### src/rtl/rxst_pkg.sv
package rxst_pkg;
  localparam int NUM_BINS = 6;

  typedef struct packed {
    logic                incOvr;
    logic                incPkt;
    logic [NUM_BINS-1:0] binHit;
  } rxst_strobe_t;
endpackage

### src/rtl/rxst_satcnt.sv
module rxst_satcnt #(
  parameter int W = 32
) (
  input  logic         clk,
  input  logic         rst_n,
  input  logic         inc,
  output logic [W-1:0] q
);
  logic pastValid;

  always_ff @(posedge clk or negedge rst_n) begin
    if (!rst_n) begin
      q         <= '0;
      pastValid <= 1'b0;
    end else begin
      pastValid <= 1'b1;
      if (inc && !(&q)) q <= q + 1'b1;
    end
  end

  AST_NO_WRAP: assert property (@(posedge clk) disable iff (!rst_n)
    (pastValid && (&q)) |=> (&q));
endmodule

### src/rtl/rxst_ctrl.sv
module rxst_ctrl
  import rxst_pkg::*;
#(
  parameter int LEN_W     = 16,
  parameter int STD_MAX   = 1522,
  parameter int JUMBO_MAX = 16384
) (
  input  logic             clk,
  input  logic             rst_n,
  input  logic             frmValid,
  input  logic [LEN_W-1:0] frmLen,
  input  logic [LEN_W-1:0] frmFcsLen,
  input  logic             longPktEn,
  input  logic             storeBadPkt,
  output rxst_strobe_t     strobe,
  output logic             frmDrop
);
  localparam logic [LEN_W-1:0] STD_LIM   = LEN_W'(STD_MAX);
  localparam logic [LEN_W-1:0] JUMBO_LIM = LEN_W'(JUMBO_MAX);
  localparam logic [LEN_W-1:0] MIN_FRM   = LEN_W'(64);
  localparam logic [LEN_W-1:0] BIG_FRM   = LEN_W'(1024);

  logic tooLong;
  logic overSize;
  logic [NUM_BINS-1:0] binRaw;

  always_comb begin
    tooLong  = (frmLen > JUMBO_LIM) || (!longPktEn && (frmLen > STD_LIM));
    overSize = tooLong && !storeBadPkt;
  end

  assign binRaw[0] = (frmFcsLen == MIN_FRM);
  assign binRaw[1] = (frmFcsLen > MIN_FRM) && (frmFcsLen < LEN_W'(128));
  generate
    for (genvar i = 2; i < NUM_BINS - 1; i++) begin : g_mid
      assign binRaw[i] = (frmFcsLen >= LEN_W'(1 << (i + 5))) &&
                         (frmFcsLen <  LEN_W'(1 << (i + 6)));
    end
  endgenerate
  assign binRaw[NUM_BINS-1] = (frmFcsLen >= BIG_FRM);

  always_comb begin
    strobe.incOvr = frmValid && overSize;
    strobe.incPkt = frmValid && !overSize;
    strobe.binHit = (frmValid && !overSize) ? binRaw : '0;
  end

  always_ff @(posedge clk or negedge rst_n) begin
    if (!rst_n) frmDrop <= 1'b0;
    else        frmDrop <= strobe.incOvr;
  end

  AST_DROP_XOR_COUNT: assert property (@(posedge clk) disable iff (!rst_n)
    !(strobe.incOvr && strobe.incPkt));
  AST_BIN_ONEHOT: assert property (@(posedge clk) disable iff (!rst_n)
    $onehot0(strobe.binHit));
  AST_SBP_KEEP: assert property (@(posedge clk) disable iff (!rst_n)
    (frmValid && storeBadPkt) |=> !frmDrop);
  AST_IDLE_NO_DROP: assert property (@(posedge clk) disable iff (!rst_n)
    !frmValid |=> !frmDrop);
endmodule

### src/rtl/rxst_dpath.sv
module rxst_dpath
  import rxst_pkg::*;
#(
  parameter int LEN_W  = 16,
  parameter int CNT_W  = 32,
  parameter int OCT_W  = 64,
  parameter int ADDR_W = 4
) (
  input  logic              clk,
  input  logic              rst_n,
  input  rxst_strobe_t      strobe,
  input  logic [LEN_W-1:0]  addLen,
  input  logic [ADDR_W-1:0] rdAddr,
  output logic [31:0]       rdData
);
  localparam int SUM_W = OCT_W + 1;

  logic [CNT_W-1:0] binCnt [NUM_BINS];
  logic [CNT_W-1:0] ovrCnt;
  logic [CNT_W-1:0] totPkts, goodPkts, pktNext;
  logic [OCT_W-1:0] totOct, goodOct, octNext;
  logic [SUM_W-1:0] octSum;
  logic [63:0]      totWide, goodWide;
  logic             pastValid;

  generate
    for (genvar b = 0; b < NUM_BINS; b++) begin : g_bin
      rxst_satcnt #(.W(CNT_W)) u_bin (
        .clk(clk), .rst_n(rst_n), .inc(strobe.binHit[b]), .q(binCnt[b]));
    end
  endgenerate

  rxst_satcnt #(.W(CNT_W)) u_ovr (
    .clk(clk), .rst_n(rst_n), .inc(strobe.incOvr), .q(ovrCnt));

  always_comb begin
    pktNext = (&totPkts) ? totPkts : totPkts + 1'b1;
    octSum  = {1'b0, totOct} + SUM_W'(addLen) + SUM_W'(4);
    octNext = octSum[OCT_W] ? '1 : octSum[OCT_W-1:0];
  end

  always_ff @(posedge clk or negedge rst_n) begin
    if (!rst_n) begin
      totPkts   <= '0;
      goodPkts  <= '0;
      totOct    <= '0;
      goodOct   <= '0;
      pastValid <= 1'b0;
    end else begin
      pastValid <= 1'b1;
      if (strobe.incPkt) begin
        totPkts  <= pktNext;
        goodPkts <= pktNext;
        totOct   <= octNext;
        goodOct  <= octNext;
      end
    end
  end

  assign totWide  = 64'(totOct);
  assign goodWide = 64'(goodOct);

  always_comb begin
    rdData = '0;
    case (rdAddr)
      4'd0:  rdData = 32'(ovrCnt);
      4'd1:  rdData = 32'(binCnt[0]);
      4'd2:  rdData = 32'(binCnt[1]);
      4'd3:  rdData = 32'(binCnt[2]);
      4'd4:  rdData = 32'(binCnt[3]);
      4'd5:  rdData = 32'(binCnt[4]);
      4'd6:  rdData = 32'(binCnt[5]);
      4'd7:  rdData = 32'(totPkts);
      4'd8:  rdData = 32'(goodPkts);
      4'd9:  rdData = totWide[31:0];
      4'd10: rdData = totWide[63:32];
      4'd11: rdData = goodWide[31:0];
      4'd12: rdData = goodWide[63:32];
      default: rdData = '0;
    endcase
  end

  AST_GOOD_PKT_MIRROR: assert property (@(posedge clk) disable iff (!rst_n)
    pastValid |-> (goodPkts == totPkts));
  AST_OCT_MONO: assert property (@(posedge clk) disable iff (!rst_n)
    pastValid |=> (totOct >= $past(totOct)));
  AST_PKT_SAT: assert property (@(posedge clk) disable iff (!rst_n)
    (pastValid && (&totPkts)) |=> (&totPkts));
endmodule

### src/rtl/rx_size_stats.sv
module rx_size_stats
  import rxst_pkg::*;
#(
  parameter int LEN_W     = 16,
  parameter int CNT_W     = 32,
  parameter int OCT_W     = 64,
  parameter int STD_MAX   = 1522,
  parameter int JUMBO_MAX = 16384
) (
  input  logic             clk,
  input  logic             rst_n,
  input  logic             frmValid,
  input  logic [LEN_W-1:0] frmLen,
  input  logic [LEN_W-1:0] frmFcsLen,
  input  logic             longPktEn,
  input  logic             storeBadPkt,
  output logic             frmDrop,
  input  logic [3:0]       rdAddr,
  output logic [31:0]      rdData
);
  rxst_strobe_t strobe;

  rxst_ctrl #(.LEN_W(LEN_W), .STD_MAX(STD_MAX), .JUMBO_MAX(JUMBO_MAX)) u_ctrl (
    .clk(clk), .rst_n(rst_n), .frmValid(frmValid), .frmLen(frmLen),
    .frmFcsLen(frmFcsLen), .longPktEn(longPktEn), .storeBadPkt(storeBadPkt),
    .strobe(strobe), .frmDrop(frmDrop));

  rxst_dpath #(.LEN_W(LEN_W), .CNT_W(CNT_W), .OCT_W(OCT_W), .ADDR_W(4)) u_dpath (
    .clk(clk), .rst_n(rst_n), .strobe(strobe), .addLen(frmLen),
    .rdAddr(rdAddr), .rdData(rdData));
endmodule

### config.mk
export PLATFORM = sky130hd
export DESIGN_NAME = rx_size_stats
export DESIGN_NICKNAME = d
export VERILOG_FILES = /design/src/rtl/rxst_pkg.sv /design/src/rtl/rxst_satcnt.sv /design/src/rtl/rxst_ctrl.sv /design/src/rtl/rxst_dpath.sv /design/src/rtl/rx_size_stats.sv
export SDC_FILE = /design/constraint.sdc
export NUM_CORES = 1
export LEC_CHECK = 0
export BUFFER_PORTS_ARGS = -buffer_cell sky130_fd_sc_hd__buf_2
export CAP_MARGIN = 15
export CORE_ASPECT_RATIO = 1.1
export CORE_MARGIN = 3
export CORE_UTILIZATION = 38
export CTS_CLUSTER_DIAMETER = 30
export DETAILED_ROUTE_END_ITERATION = 7
export PLACE_DENSITY = 0.52
export SYNTH_ARGS = -nofsm -noshare
export SYNTH_HDL_FRONTEND = slang
export SYNTH_SLANG_ARGS = --single-unit
### constraint.sdc
create_clock -name clk -period 2.83 [get_ports clk]
set_input_delay 0.566 -clock clk [delete_from_list [all_inputs] [get_ports clk]]
set_output_delay 0.566 -clock clk [all_outputs]
set_load 0.05 [all_outputs]
-- Word-level counts from Yosys, hierarchy flattened
Index checks and enable logic that the tools add are counted.
- bits in registers: 321
- output and inout bits: 33
- eq/ne operators: 13
- muxes and demuxes: 4
- bitwise gates (word level): 1
- $add $sub $neg: 10
- $lt $le $gt $ge: 11
- reductions and logical operators: 39
- operators by type and width (kind ; number):
    one-hot mux 32 bit (10 select lines) ; 1
    adder 32 x 1 -> 32 bit, second input constant ; 8
    AND reduction 32 bit ; 8
    adder 64 x 16 -> 65 bit ; 1
    adder 65 x 3 -> 65 bit, second input constant ; 1
    two-way mux 64 bit ; 1
    two-way mux 32 bit ; 1
    equality test 4 bit, second input constant ; 5
    equality test 16 x 7 -> 1 bit, second input constant ; 1
    equality test 4 x 3 -> 1 bit, second input constant ; 4
    >= comparator 16 x 10 -> 1 bit, second input constant ; 1
    >= comparator 16 x 11 -> 1 bit, second input constant ; 1
    >= comparator 16 x 8 -> 1 bit, second input constant ; 1
    >= comparator 16 x 9 -> 1 bit, second input constant ; 1
    > comparator 16 x 11 -> 1 bit, second input constant ; 1
    > comparator 16 x 15 -> 1 bit, second input constant ; 1
    > comparator 16 x 7 -> 1 bit, second input constant ; 1
    < comparator 16 x 10 -> 1 bit, second input constant ; 1
    < comparator 16 x 11 -> 1 bit, second input constant ; 1
    < comparator 16 x 8 -> 1 bit, second input constant ; 1
    < comparator 16 x 9 -> 1 bit, second input constant ; 1
    logical AND 1 bit ; 15
    zero test 1 bit ; 10
    equality test 4 x 2 -> 1 bit, second input constant ; 2
    other kinds (7) ; 9

-- Logic depth before layout (Yosys ltp)
Gate-level depths: netlist of run 1.
- word-level depth: 8
- mapped depth: 13

-- Modules after synthesis
Synthesis of run 1 repeated with hierarchy kept, for this count alone.
- cell total of the unflattened synthesis: 1940
- area total of the unflattened synthesis: 19175.9 um^2
- by module, submodules not included (module ; cells an instance ; area each (um^2) ; times used ; seq. area each (um^2)):
    rxst_satcnt ; 146 ; 1580.3 ; 7 ; 800.8
    rxst_dpath ; 878 ; 7838.8 ; 1 ; 2402.3
    rxst_ctrl ; 40 ; 275.3 ; 1 ; 25.0

-- Worst setup path before layout of run 1
OpenSTA, ideal clock, no wires.
- kind: input to register
- start: input port frmLen[7]
- end: register u_dpath.totOct[60]
- buffers on the path: 1
- data required time: 2.705 ns
- arrival: 3.200 ns
- setup slack: -0.495 ns
- stages on the path: 10
- setup time: 0.125 ns
- cells stage by stage: ha_1 > ha_1 > o211ai_1 > a2111oi_0 > a21o_1 > a221oi_2 > or3_1 > clkbuf_1 > nor4_1 > mux2_2
- longest elaborated chain between the ends: 6
- ends and longest elaborated chain (element ; line ; RTL):
    start: declaration ; rx_size_stats.sv:13 ; input logic [LEN_W-1:0] frmLen,
    branches (longest 6 deep; another with adder 64 x 16 -> 65 bit) ; - ;
    end signal: assignment ; rxst_dpath.sv:54 ; totOct <= octNext;
    end: declaration ; rxst_dpath.sv:21 ; logic [OCT_W-1:0] totOct, goodOct, octNext;
Several ways; the timed one is not identified.
A chain may end at the register's enable or synchronous reset.

-- Worst setup path in the final report of run 1
- start: register u_dpath.totOct[7]
- end: register u_dpath.totOct[60]
- longest elaborated chain between the ends: 3
- ends and longest elaborated chain (element ; line ; RTL):
    adder 64 x 16 -> 65 bit ; rxst_dpath.sv:38 ; octSum = {1'b0, totOct} + SUM_W'(addLen) + SUM_W'(4);
    adder 65 x 3 -> 65 bit ; rxst_dpath.sv:38 ;
    two-way mux 64 bit ; rxst_dpath.sv:39 ; octNext = octSum[OCT_W] ? '1 : octSum[OCT_W-1:0];
No other way between the ends.

==> results, run 1 <==
- The cell count after placement is 2756.
- At the pin with the least slew margin, the transition time is approximately 0.55 ns.
- The power density relative to cell area is 783.6 nW/um^2.
- The library cell with the highest instance count after synthesis is dfrtp_1.
- The area enclosed by the die boundary is approximately 50000 sq um.
- During placement, the flow inserted port buffers numbering between 70 and 80.
- Wires add up to 68430 um.
- The count of maximum capacitance violations is 0.
- The kind of critical path is reg -> reg.
- The initial utilization of the core area, before any placement, comes to 0.3856.
- In the finished design, the share of the clock period the worst path needs comes to 1.028.
- Once detail routing completed, the nets flagged for antenna violations numbered 0.
- The worst setup skew after layout is 0.01754 ns.
- The initial antenna violation count is 1.
- The count of routing violations after the opening detailed-route iteration is around 1400.
- The worst register-to-register path has a depth of 9.
- The core outline area is ~47000 sq um.
- Global routing finished with a remaining overflow of 0.
- The remaining max-slew budget at the tightest pin is 0.6291.
- The largest area contributor in the netlist is dfrtp_1.
- The share of synthesized area in the top cell type comes to 0.4458.
- The final antenna diode count is 0.
- The total nets after synthesis is 1945.
- After detailed routing, the number of vias per cell comes to 5.757.
- Summing over every cut layer, the via total after detailed routing is between 15000 and 20000.
- In this run the vertical extent of the chip is between 200 and 250 um.
- Of the synthesized area, sequential elements account for 0.4458.
- Setup repair after global routing could not meet its margin everywhere.
- Yosys printed 0 warnings.
- Synthesis handed over a netlist of 1863 instances.
- For this design the top-level I/O count stands at between 70 and 80.
- The cell area after synthesis is 18020 sq um.
- The critical path launch point type is a flop.
- The pin count of the biggest net entering global routing is 75.
- In this run the core area contains a little over 80 standard-cell rows.
- The number of global-route vias before repair is between 15000 and 20000.
- The multi-input combinational cells in the finished layout cover a total of between 10000 and 15000 sq um.
- Measured along the x axis, the die boundary spans around 210 um.
- Once layout is complete, the cells apart from fillers number about 2900.
- The number of nets in the finished design is 2352.
- Synthesis inferred 321 register bits.
- The number of levels in the clock H-tree is 3.
- The commonest register cell after synthesis is dfrtp_1.
- For hold timing, the worst endpoint is u_dpath.totOct[0].
- Once layout is complete, the utilization of the core stands at 0.5534.
- The worst setup path is captured at a flop.
- The run finished, with violations left.
- Along the worst hold path, the cell count comes to 4.
- The final estimated routing congestion in global placement is 0.9487.
- The fill cell total of the finished layout is around 4100.
- The number of max-slew violations in the final report is 0.
- The count of TritonRoute iterations in the first routing pass is 5.
- Counting flops with a built-in enable in the synthesized netlist gives 0.
- In the routed design, unresolved DRC markers number 0.
- The number of CTS-inserted buffers is 86.
- The share of synthesized registers carrying an async set or reset is 1.000.
- The path type of the worst min-delay path is in -> reg.
- The detailed-placement wirelength estimate is 51820 um.
- The post-CTS clock slew at the launch and capture registers of the worst setup and hold paths is ~0.04 ns.
- The highest attainable clock frequency is around 340 MHz.
- Counting instances in the post-synthesis netlist gives the leading cell types as dfrtp_1 (321), xnor2_1 (202), nand2_1 (183), nand4_1 (129), nand3_1 (122).
- The maximum vdd drop is ~0.45 mV.
- The latest clock arrival within the worst-skew pair is roughly 0.60 ns.
- In this run the clock root is driven by a clkbuf_16.
- Setup violations remaining at the end of the flow were counted as 30.
- The startpoint identified for the worst register-to-register timing path is u_dpath.totOct[7].
- From synthesis to final layout, the design area changed by 43.52%.
- The global-route wire length before repair is 102900 um.
- The worst hold path begins at frmLen[0].
- After layout, the worst setup slack is -0.07898 ns.
- Data arrives at the worst endpoint at between 3 and 4 ns.
- The per-cell routed wire length is 23.33 um.
- The overall routing resource usage is 0.2734.
- The maximum clock path buffer count is 3.
- The count of clock tree sinks is 321.
- The critical path starts at u_dpath.totOct[7].
- The mean post-synth cell area is between 9 and 10 sq um.
- The checks that failed: setup timing.
- After synthesis, the cell types taking the most area are dfrtp_1 (45%), xnor2_1 (9.8%), xor2_1 (4.6%).
- STA puts the critical path data required time at between 3 and 4 ns.
- The post-route minimum period is just under 3 ns.
- For flop-to-flop paths, the worst setup slack is -0.08 ns.
- The analysis attributes to cell leakage a power of approximately 12 nW.
- The end of the worst register-to-register path is u_dpath.totOct[60].
- Registers take around 8000 sq um.
- Of the cells placed in the final design, the portion with a size suffix greater than 1 is 0.2844.
- The hold violation count in the final report is 0.
- The largest fanout of any net on the critical path is 7.
- The number of distinct standard cells referenced by the synthesized netlist is roughly 70.
- TritonCTS built the clock tree.
-- layout by cell type (no fill, tap or decap), types with 15 or more instances in the layout --
cell type  Yosys  routed
buf_4          1     289
nor2_1       109     107
clkbuf_16      0      90
ha_1          40      23
nand3_1      122     121
nand2_1      183     182
and2_1        20      20
a22oi_1       96      88
nor4_1        43      36
xor2_1        95      95
clkinv_2       0      15
and4_1        31      31
a221oi_1      32      18
buf_6          1      20
and3_1        61      61
inv_1         35      34
bufinv_16      0      16
buf_12         0      40
buf_2         14      43
xnor2_1      202     200
nor3_1        71      65
a21oi_1       22      20
dfrtp_1      321     320
a22o_1        32      31
nand4_1      129     129
-- worst max-delay path, cell delays in order (launching register included) --
cell and delay (ns):
dfrtp_2 0.43, ha_4 0.25, ha_4 0.29, o211ai_1 0.18
a2111oi_4 0.39, a21o_1 0.24, a221oi_4 0.10, or3_4 0.40
nor4_2 0.16, mux2_2 0.35
-- per-layer routing --
metal | routed length [um] | vias up | GRT usage | share of wire
met5 | 0 | - | 0 | 0
met4 | 2819 | 0 | 0.1163 | 0.041
met3 | 3922 | 143 | 0.04121 | 0.057
met2 | 31420 | 586 | 0.4308 | 0.46
met1 | 30270 | 8444 | 0.3763 | 0.44
li1 | - | 7713 | - | -
-- how the worst max path moves through the flow --
| stage | endpoint | slack, ns | cells after the start |
|---|---|---|---|
| floorplan | u_dpath.totOct[60] | -0.04 | 10 |
| global placement | u_dpath.goodPkts[29] | -0.51 | 13 |
| detailed placement | u_dpath.goodPkts[29] | -0.49 | 13 |
| CTS | u_dpath.totOct[60] | -0.03 | 9 |
| global route | u_dpath.totOct[20] | -0.17 | 12 |
| finish | u_dpath.totOct[60] | -0.08 | 9 |
-- sequential cells by signal, indices dropped and copies added (netlist names) --
| name | cells |
|---|---|
| u_ctrl.frmDrop | 1 |
| u_dpath.g_bin.u_bin.q | 192 |
| u_dpath.totOct | 64 |
| u_dpath.goodPkts | 32 |
| u_dpath.u_ovr.q | 32 |
-- timing repair --
item | CTS | global route
setup buffers | 2 | 15
gates cloned | 2 | 2
pin swaps | 7 | 21
hold buffers | 1 | 0
hold endpoints to repair | 54 | 0
setup endpoints to repair | 86 | 83
gates resized for setup | 36 | 73
-- area by class of cell --
type,count,area share
Tap cell,595,0.02879
Clock inverter,45,0.02622
Sequential cell,321,0.3107
Clock buffer,111,0.09474
Inverter,35,0.005080
Timing Repair Buffer,398,0.1362
Multi-Input combinational cell,1428,0.3982
-- where the power goes --
| group | internal, W | switching [W] | leakage (nW) |
|---|---|---|---|
| clock network | 0.00749 | 0.00299 | 1.52 |
| registers | 0.00490 | 0.000362 | 4.31 |
| logic | 0.00209 | 0.00244 | 5.73 |
-- stage by stage --
step | setup slack (ns) | total power (W) | instance area (sq um) | setup TNS (ns) | hold slack [ns]
2_1_floorplan | -0.04448 | 0.007588 | 18360 | -0.7030 | 0.2704
6_report | -0.07898 | 0.02026 | 25860 | -0.7659 | 0.4692
3_3_place_gp | -0.5102 | 0.009362 | 21920 | -54.19 | 0.4689
5_1_grt | -0.1682 | 0.02104 | 25860 | -6.622 | 0.4906
4_1_cts | -0.03357 | 0.02005 | 25280 | -0.07718 | 0.4135
3_5_place_dp | -0.4868 | 0.009413 | 21920 | -54.57 | 0.4777
-- kinds of logic (layout without fill, tap and decap cells) --
logic type               Yosys count  after routing  share of synthesized area
flip-flops                       321            321                     0.4458
buffers and inverters            114            589                    0.02542
AND/OR/NAND/NOR                  833            833                     0.2466
adder cells (fa/ha/maj)           41             41                    0.02889
XOR/XNOR                         297            297                     0.1444
multiplexers                       7              7                   0.004375
AO/OA/AOI/OAI                    250            250                     0.1045
Power figures use the tool's default switching activity.
==> run 2, diff against run 1 <==
--- a/config.mk
+++ b/config.mk
@@ -12,6 +12,7 @@
 export CORE_UTILIZATION = 38
 export CTS_CLUSTER_DIAMETER = 30
 export DETAILED_ROUTE_END_ITERATION = 7
+export GPL_TIMING_DRIVEN = 0
 export PLACE_DENSITY = 0.52
 export SYNTH_ARGS = -nofsm -noshare
 export SYNTH_HDL_FRONTEND = slang
==> run 2 against run 1 <==
  * The flow still finishes with violations (setup timing)
  * Worst hold slack lost 0.45 ns
  * Worst setup slack worse by 0.073 ns
  * Final cell count is 6.5% lower
==> results, run 2 (synthesized netlist as in run 1, its figures left out) <==
- The critical path launch point type is a flop (unchanged).
- The static power due to leakage is 10.70 nW (was 11.56 nW).
- The count of final setup violators came to 77 (was 30).
- The reported net switching power is 0.006076 W (was 0.005789 W).
- The per-cell routed wire length came to 26.19 um (was 23.33 um).
- The post-CTS clock slew at the launch and capture registers of the worst setup and hold paths is 0.04 ns (about the same).
- The highest attainable clock frequency was 335.3 MHz (was 343.8 MHz).
- The row count is 83 (unchanged).
- The final antenna diode count is 0 (unchanged).
- The type of element capturing the critical path is a flop (unchanged).
- The power density relative to cell area is 830.0 nW/um^2 (was 783.6 nW/um^2).
- The number of global-route vias before repair is 16150 (was 16790).
- The hold violation count in the final report came to 0 (unchanged).
- The worst path arrival time is 3.47 ns (was 3.38 ns).
- The routed wire length is 71810 um (was 68430 um).
- The total DRC errors in the routed layout is 0 (unchanged).
- The latest clock arrival within the worst-skew pair is 0.62 ns (was 0.60 ns).
- Outcome: finished, violations left (unchanged).
- The global-route wire length before repair is 105400 um (was 102900 um).
- The multi-input logic area is 11140 sq um (was 10300 sq um).
- The kind of critical path is reg -> reg (unchanged).
- The number of standard cells in the layout, taps in and fillers out is 2742 (was 2933).
- The master of the slowest instance on the critical path is a221oi_4 (was dfrtp_2).
- The clock tree from TritonCTS was yes (unchanged).
- The top-level I/O count is 74 (unchanged).
- The family with the most delay on the worst path was compound AO/OA/AOI/OAI gates (unchanged).
- The maximum vdd drop is 0.4999 mV (was 0.4464 mV).
- The slew at the pin with the worst max-slew slack is 0.9877 ns (was 0.5517 ns).
- The total area of sequential cells is 8048 sq um (was 8034 sq um).
- The fill cell total of the finished layout was 4143 (was 4133).
- The total negative slack for setup checks is -6.526 ns (was -0.7659 ns).
- The maximum clock path buffer count came to 3 (unchanged).
- The buffer type at the clock tree root was clkbuf_16 (unchanged).
- The ratio of cells with drive above 1 in the final layout is 0.2729 (was 0.2844).
- The core outline area is 46730 sq um (unchanged).
- The register bank with the most flops is u_dpath.g_bin.u_bin.q (unchanged).
- The cell with the most instances on the worst path is ha_4 (unchanged).
- The overall routing resource usage is 0.2862 (was 0.2734).
- The number of levels in the clock H-tree is 3 (unchanged).
- The via-per-instance ratio was 6.116 (was 5.757).
- The final total power is 0.02079 W (was 0.02026 W).
- The count of routing violations after the opening detailed-route iteration came to 1674 (was 1403).
- The die outline width is 213.6 um (unchanged).
- The worst setup skew after layout is 0.03369 ns (was 0.01754 ns).
- The share of power burned in combinational logic is 0.230 (was 0.223).
- The most common cell after layout, fill and taps aside is dfrtp_1 (unchanged).
- The number of flip-flops in the largest register was 192 (unchanged).
- The count of input and output buffers came to 72 (was 73).
- The relative area change from synthesis to final layout is 39.01% (was 43.52%).
- Commonest cells after routing, fill and taps aside: dfrtp_1 (309), xnor2_1 (199), nand2_1 (155) (was dfrtp_1 (320), buf_4 (289), xnor2_1 (200)).
- Unrepaired setup endpoints after global routing: true (unchanged).
- The post-route antenna net violation count came to 0 (unchanged).
- The count of TritonRoute iterations in the first routing pass came to 7 (was 5).
- The detailed-placement wirelength estimate is 52550 um (was 51820 um).
- The final global-route overflow total is 0 (unchanged).
- The required time reported for the critical path endpoint is 3.31 ns (about the same).
- The initial antenna violation count is 1 (unchanged).
- The period utilization was 1.054 (was 1.028).
- The number of hold buffers added after CTS is 0 (was 1).
- The proportion of total power due to net switching is 0.2923 (was 0.2857).
- The remaining max-slew budget at the tightest pin is 0.3355 (was 0.6291).
- The final setup slack of the worst path came to -0.1520 ns (was -0.07898 ns).
- The pin count of the biggest net entering global routing is 110 (was 75).
- The clock network fraction of total power was 0.510 (was 0.517).
- The post-route minimum period is 2.982 ns (was 2.909 ns).
- The count of maximum capacitance violations is 0 (unchanged).
- Crit path cell chain: ha_4 -> ha_4 -> buf_6 -> a2111oi_4 -> o21ai_4 -> a21o_1 -> a221oi_4 -> buf_12 -> nor3_4 -> nand2_4 -> buf_8 -> nand2_2 (was ha_4 -> ha_4 -> o211ai_1 -> a2111oi_4 -> a21o_1 -> a221oi_4 -> or3_4 -> nor4_2 -> mux2_2).
- The power share of the sequential group is 0.260 (was 0.259).
- The area enclosed by the die boundary is 50070 sq um (unchanged).
- The total internal power was 0.01471 W (was 0.01447 W).
- The number of max-slew violations in the final report is 0 (unchanged).
- Violations in the final reports: setup timing (unchanged).
- The final estimated routing congestion in global placement is 0.9903 (was 0.9487).
- The buffering stage count on the worst path with inverters included is 3 (was 0).
- The peak per-stage delay on the critical path is 0.45 ns (was 0.43 ns).
- The count of clock tree sinks was 321 (unchanged).
- The largest fanout of any net on the critical path came to 7 (unchanged).
- The cell count after placement is 2533 (was 2756).
- The worst setup slack before clock tree synthesis is -1.441 ns (was -0.4868 ns).
- Largest registers: u_dpath.g_bin.u_bin.q: 192 flops, u_dpath.totOct: 64 flops (unchanged).
- The number of CTS-inserted buffers is 88 (was 86).
- The number of vias in the routed layout was 16770 (was 16890).
- The starting utilization of the core area came to 0.3856 (unchanged).
- The path type of the worst min-delay path is in -> async (was in -> reg).
- The worst-case hold slack is 0.02043 ns (was 0.4692 ns).
- The number of nets in the finished design is 2158 (was 2352).
- The die span in y is 234.4 um (unchanged).
## run 2: per-stage QoR
stage,cell area [sq um],utilization
global placement,19460,0.4164
detailed placement,19530,0.4180
floorplan,18360,-
global route,25050,0.5360
CTS,24290,0.5198
finish,25050,0.5360
## run 2: path summary, 6_finish.rpt
kind                       slack [ns]                    startpoint  cells after the start                            to
min in group clk                 0.47                  frmFcsLen[9]                      4   u_dpath.g_bin[2].u_bin.q[0]
max in group asynchronous        1.65                         rst_n                      2   u_dpath.g_bin[2].u_bin.q[8]
setup reg to reg                -0.15             u_dpath.totOct[7]                     12            u_dpath.totOct[22]
hold / removal                   0.02                         rst_n                      1            u_dpath.totOct[45]
hold reg to reg                  0.49  u_dpath.g_bin[1].u_bin.q[23]                      1  u_dpath.g_bin[1].u_bin.q[23]
setup / recovery                -0.15             u_dpath.totOct[7]                     12            u_dpath.totOct[22]
## run 2: power groups by stage
stage	combinational [W]	sequential, W	clock, W
after floorplan	0.00236	0.00522	0
after global placement	0.00314	0.00546	0
after detailed placement	0.00318	0.00547	0
after CTS	0.00420	0.00540	0.0107
after global routing	0.00513	0.00543	0.0110
final	0.00478	0.00540	0.0106
## run 2: area by class of cell
cell class / count / share of cell area
multi-input combinational: 1429 / 0.4447
timing repair buffer: 135 / 0.04686
tap: 595 / 0.02972
sequential: 321 / 0.3213
clock buffer: 125 / 0.1052
clock inverter: 36 / 0.02238
buffer: 66 / 0.02453
inverter: 35 / 0.005245
## run 2: what timing repair did
action / in CTS / in global routing
buffers inserted: 37 / 15
pin swaps: 58 / 44
cloned: 7 / 3
endpoints found under the setup margin: 278 / 222
gates resized for setup: 279 / 144
## run 2: routing by layer
metal	part of all wire	track usage	vias up
li1	-	-	7369
met1	0.41	0.3749	8433
met2	0.45	0.4404	748
met3	0.080	0.07546	218
met4	0.055	0.1390	2
met5	0.00018	0	-
==> run 3, diff against run 2 <==
--- a/config.mk
+++ b/config.mk
@@ -13,7 +13,7 @@
 export CTS_CLUSTER_DIAMETER = 30
 export DETAILED_ROUTE_END_ITERATION = 7
 export GPL_TIMING_DRIVEN = 0
-export PLACE_DENSITY = 0.52
 export SYNTH_ARGS = -nofsm -noshare
 export SYNTH_HDL_FRONTEND = slang
 export SYNTH_SLANG_ARGS = --single-unit
+export TNS_END_PERCENT = 20
==> run 3 against run 2 <==
  * The flow still finishes with violations (setup timing)
  * Register-to-register slack got worse by 0.02 ns
  * Maximum frequency decreased by 0.76%
  * Critical endpoint is now rdData[20]
  * Flip-flop and latch count unchanged
  * Die area unchanged
  * Power decreased by 13%
  * Largest power group unchanged
==> results, run 3 (synthesized netlist as in run 1, its figures left out) <==
- The count of TritonRoute iterations in the first routing pass is 6 (was 7).
- The die span in y is 234.4 um (unchanged).
- The die outline width is 213.6 um (unchanged).
- The area enclosed by the die boundary was 50070 sq um (unchanged).
- The count of clock tree sinks is 321 (unchanged).
- The highest attainable clock frequency came to 332.8 MHz (was 335.3 MHz).
- Commonest cells after routing, fill and taps aside: dfrtp_1 (307), xnor2_1 (202), nand2_1 (180) (was dfrtp_1 (309), xnor2_1 (199), nand2_1 (155)).
- The register bank with the most flops is u_dpath.g_bin.u_bin.q (unchanged).
- The via-per-instance ratio is 6.146 (was 6.116).
- The number of vias in the routed layout is 16680 (was 16770).
- The fill cell total of the finished layout is 4223 (was 4143).
- The largest fanout of any net on the critical path is 10 (was 7).
- The critical path launch point type was a primary input (was flop).
- The total DRC errors in the routed layout is 0 (unchanged).
- The share of the core filled with cells is 0.5058 (was 0.5360).
- The global-route wire length before repair is 101300 um (was 105400 um).
- The maximum vdd drop is 0.4068 mV (was 0.4999 mV).
- The clock tree from TritonCTS is yes (unchanged).
- The number of global-route vias before repair was 15910 (was 16150).
- The number of nets in the finished design is 2134 (was 2158).
- The worst-case register-to-register setup slack is -0.17 ns (was -0.15 ns).
- The share of power burned in combinational logic is 0.205 (was 0.230).
- The number of flip-flops in the largest register came to 192 (unchanged).
- The pin count of the biggest net entering global routing was 122 (was 110).
- The instance area after placement was 19540 sq um (was 19530 sq um).
- The starting utilization of the core area is 0.3856 (unchanged).
- The ratio of cells with drive above 1 in the final layout is 0.2245 (was 0.2729).
- The buffer type at the clock tree root is clkbuf_16 (unchanged).
- Outcome: finished, violations left (unchanged).
- The hold violation count in the final report is 0 (unchanged).
- The final setup slack of the worst path is -0.1750 ns (was -0.1520 ns).
- The row count is 83 (unchanged).
- The number of max-slew violations in the final report is 0 (unchanged).
- The most common cell after layout, fill and taps aside is dfrtp_1 (unchanged).
- The per-cell routed wire length is 25.24 um (was 26.19 um).
- The power share of the sequential group is 0.301 (was 0.260).
- The initial antenna violation count was 1 (unchanged).
- The core outline area was 46730 sq um (unchanged).
- Largest registers: u_dpath.g_bin.u_bin.q: 192 flops, u_dpath.totOct: 64 flops (unchanged).
- The slew at the pin with the worst max-slew slack is 0.9808 ns (was 0.9877 ns).
- The clock network fraction of total power is 0.494 (was 0.510).
- The post-route antenna net violation count is 0 (unchanged).
- The relative area change from synthesis to final layout is 31.18% (was 39.01%).
- The number of levels in the clock H-tree is 3 (unchanged).
- The static power due to leakage is 10.17 nW (was 10.70 nW).
- The count of input and output buffers came to 72 (unchanged).
- The post-CTS clock slew at the launch and capture registers of the worst setup and hold paths is 0.05 ns (was 0.04 ns).
- Unrepaired setup endpoints after global routing: true (unchanged).
- The endpoint of the worst setup timing path is rdData[20] (was u_dpath.totOct[22]).
- The depth of the most critical reg-to-reg path is 10 (was 12).
- The total internal power is 0.01249 W (was 0.01471 W).
- The routed wire length is 68510 um (was 71810 um).
- The worst path arrival time is 2.44 ns (was 3.47 ns).
- The remaining max-slew budget at the tightest pin is 0.3401 (was 0.3355).
- The worst setup skew after layout came to 0.02316 ns (was 0.03369 ns).
- The number of CTS-inserted buffers is 81 (was 88).
- The maximum clock path buffer count is 3 (unchanged).
- The final estimated routing congestion in global placement was 0.9804 (was 0.9903).
- The path type of the worst min-delay path is in -> async (unchanged).
- The count of maximum capacitance violations came to 0 (unchanged).
- The final instance area was 23640 sq um (was 25050 sq um).
- The count of final setup violators is 66 (was 77).
- The end of the worst register-to-register path is u_dpath.totOct[60] (was u_dpath.totOct[22]).
- The power density relative to cell area is 762.6 nW/um^2 (was 830.0 nW/um^2).
- The final global-route overflow total is 0 (unchanged).
- The period utilization is 1.062 (was 1.054).
- The overall routing resource usage came to 0.2733 (was 0.2862).
- The kind of critical path is in -> out (was reg -> reg).
- The number of hold buffers added after CTS is 0 (unchanged).
- The startpoint of the lowest-slack register-to-register path is u_dpath.totOct[5] (was u_dpath.totOct[7]).
- The latest clock arrival within the worst-skew pair is 0.61 ns (was 0.62 ns).
- The top-level I/O count came to 74 (unchanged).
- The type of element capturing the critical path is an output port (was flop).
- The count of routing violations after the opening detailed-route iteration is 1915 (was 1674).
- The required time reported for the critical path endpoint is 2.26 ns (was 3.31 ns).
- The post-route minimum period is 3.005 ns (was 2.982 ns).
- Violations in the final reports: setup timing (unchanged).
- The reported net switching power is 0.005533 W (was 0.006076 W).
- The worst setup path startpoint is rdAddr[2] (was u_dpath.totOct[7]).
- The proportion of total power due to net switching is 0.3069 (was 0.2923).
- The detailed-placement wirelength estimate is 50270 um (was 52550 um).
[run 3: cell types whose count changed in the layout (fill, tap and decap cells not counted), sizes merged]
cell / change
clkinvlp: +6
clkbuf: -18
clkinv: +8
or2: -1
diode: +3
bufinv: -9
buf: -19
inv: +2
[run 3: how the worst min path moves through the flow]
stage / depth (start not counted) / start / to
finish: 1 / rst_n / u_dpath.totOct[63]
CTS: 1 / rst_n / u_dpath.totOct[36]
detailed placement: 1 / u_dpath.g_bin[1].u_bin.q[13] / u_dpath.g_bin[1].u_bin.q[13]
global route: 1 / rst_n / u_dpath.totOct[51]
global placement: 1 / u_dpath.goodPkts[4] / u_dpath.goodPkts[4]
floorplan: 0 / rst_n / u_ctrl.frmDrop
[run 3: worst max-delay path, cell delays in order]
cell and delay (ns):
clkbuf_8 0.16, xnor2_1 0.19, nor3b_2 0.06, buf_4 0.16
clkbuf_2 0.24, a22oi_1 0.41, nand4_1 0.36, buf_6 0.27
[run 3: layer usage]
metal  part of all wire  track usage  wire, um  vias up
met3              0.088      0.06797      6032      233
li1                   -            -         -     7304
met4              0.062       0.1562      4278        0
met5                  0            0         0        -
met2               0.44       0.4120     30420      909
met1               0.41       0.3584     27780     8234
[run 3: power by group through the flow]
stage / clock, W / sequential (W) / combinational, W
global placement: 0 / 0.00546 / 0.00311
finish: 0.00890 / 0.00542 / 0.00370
floorplan: 0 / 0.00522 / 0.00236
global route: 0.00926 / 0.00544 / 0.00401
detailed placement: 0 / 0.00547 / 0.00315
CTS: 0.00898 / 0.00541 / 0.00355
[run 3: timing repair]
item                       in CTS  in global routing
setup buffers                  25                  6
gates cloned                    4                  0
gates resized for setup       230                 75
pin swaps                      36                 22
setup endpoints to repair     241                230
[run 3: layout make-up]
| cell class | instances | area, sq um | area share |
|---|---|---|---|
| Antenna cell | 3 | 7.507 | 0.0003176 |
| Buffer | 75 | 634.4 | 0.02684 |
| Clock buffer | 104 | 2235 | 0.09454 |
| Clock inverter | 43 | 426.7 | 0.01805 |
| Inverter | 35 | 131.4 | 0.005558 |
| Multi-Input combinational cell | 1428 | 10530 | 0.4453 |
| Sequential cell | 321 | 8050 | 0.3406 |
| Tap cell | 595 | 744.5 | 0.03150 |
| Timing Repair Buffer | 110 | 882.1 | 0.03732 |
[run 3: per-stage QoR]
stage	power [W]	setup TNS (ns)	cells	setup slack, ns	hold slack (ns)
final	0.01802	-3.185	2714	-0.1750	0.009404
after global routing	0.01871	-8.822	2711	-0.2319	0.06330
after CTS	0.01795	-2.890	2706	-0.2033	0.02504
after detailed placement	0.008624	-233.48	2533	-1.346	0.4807
after global placement	0.008567	-1914.42	2530	-5.154	0.4775
after floorplan	0.007588	-0.7890	1863	-0.04448	0.2704
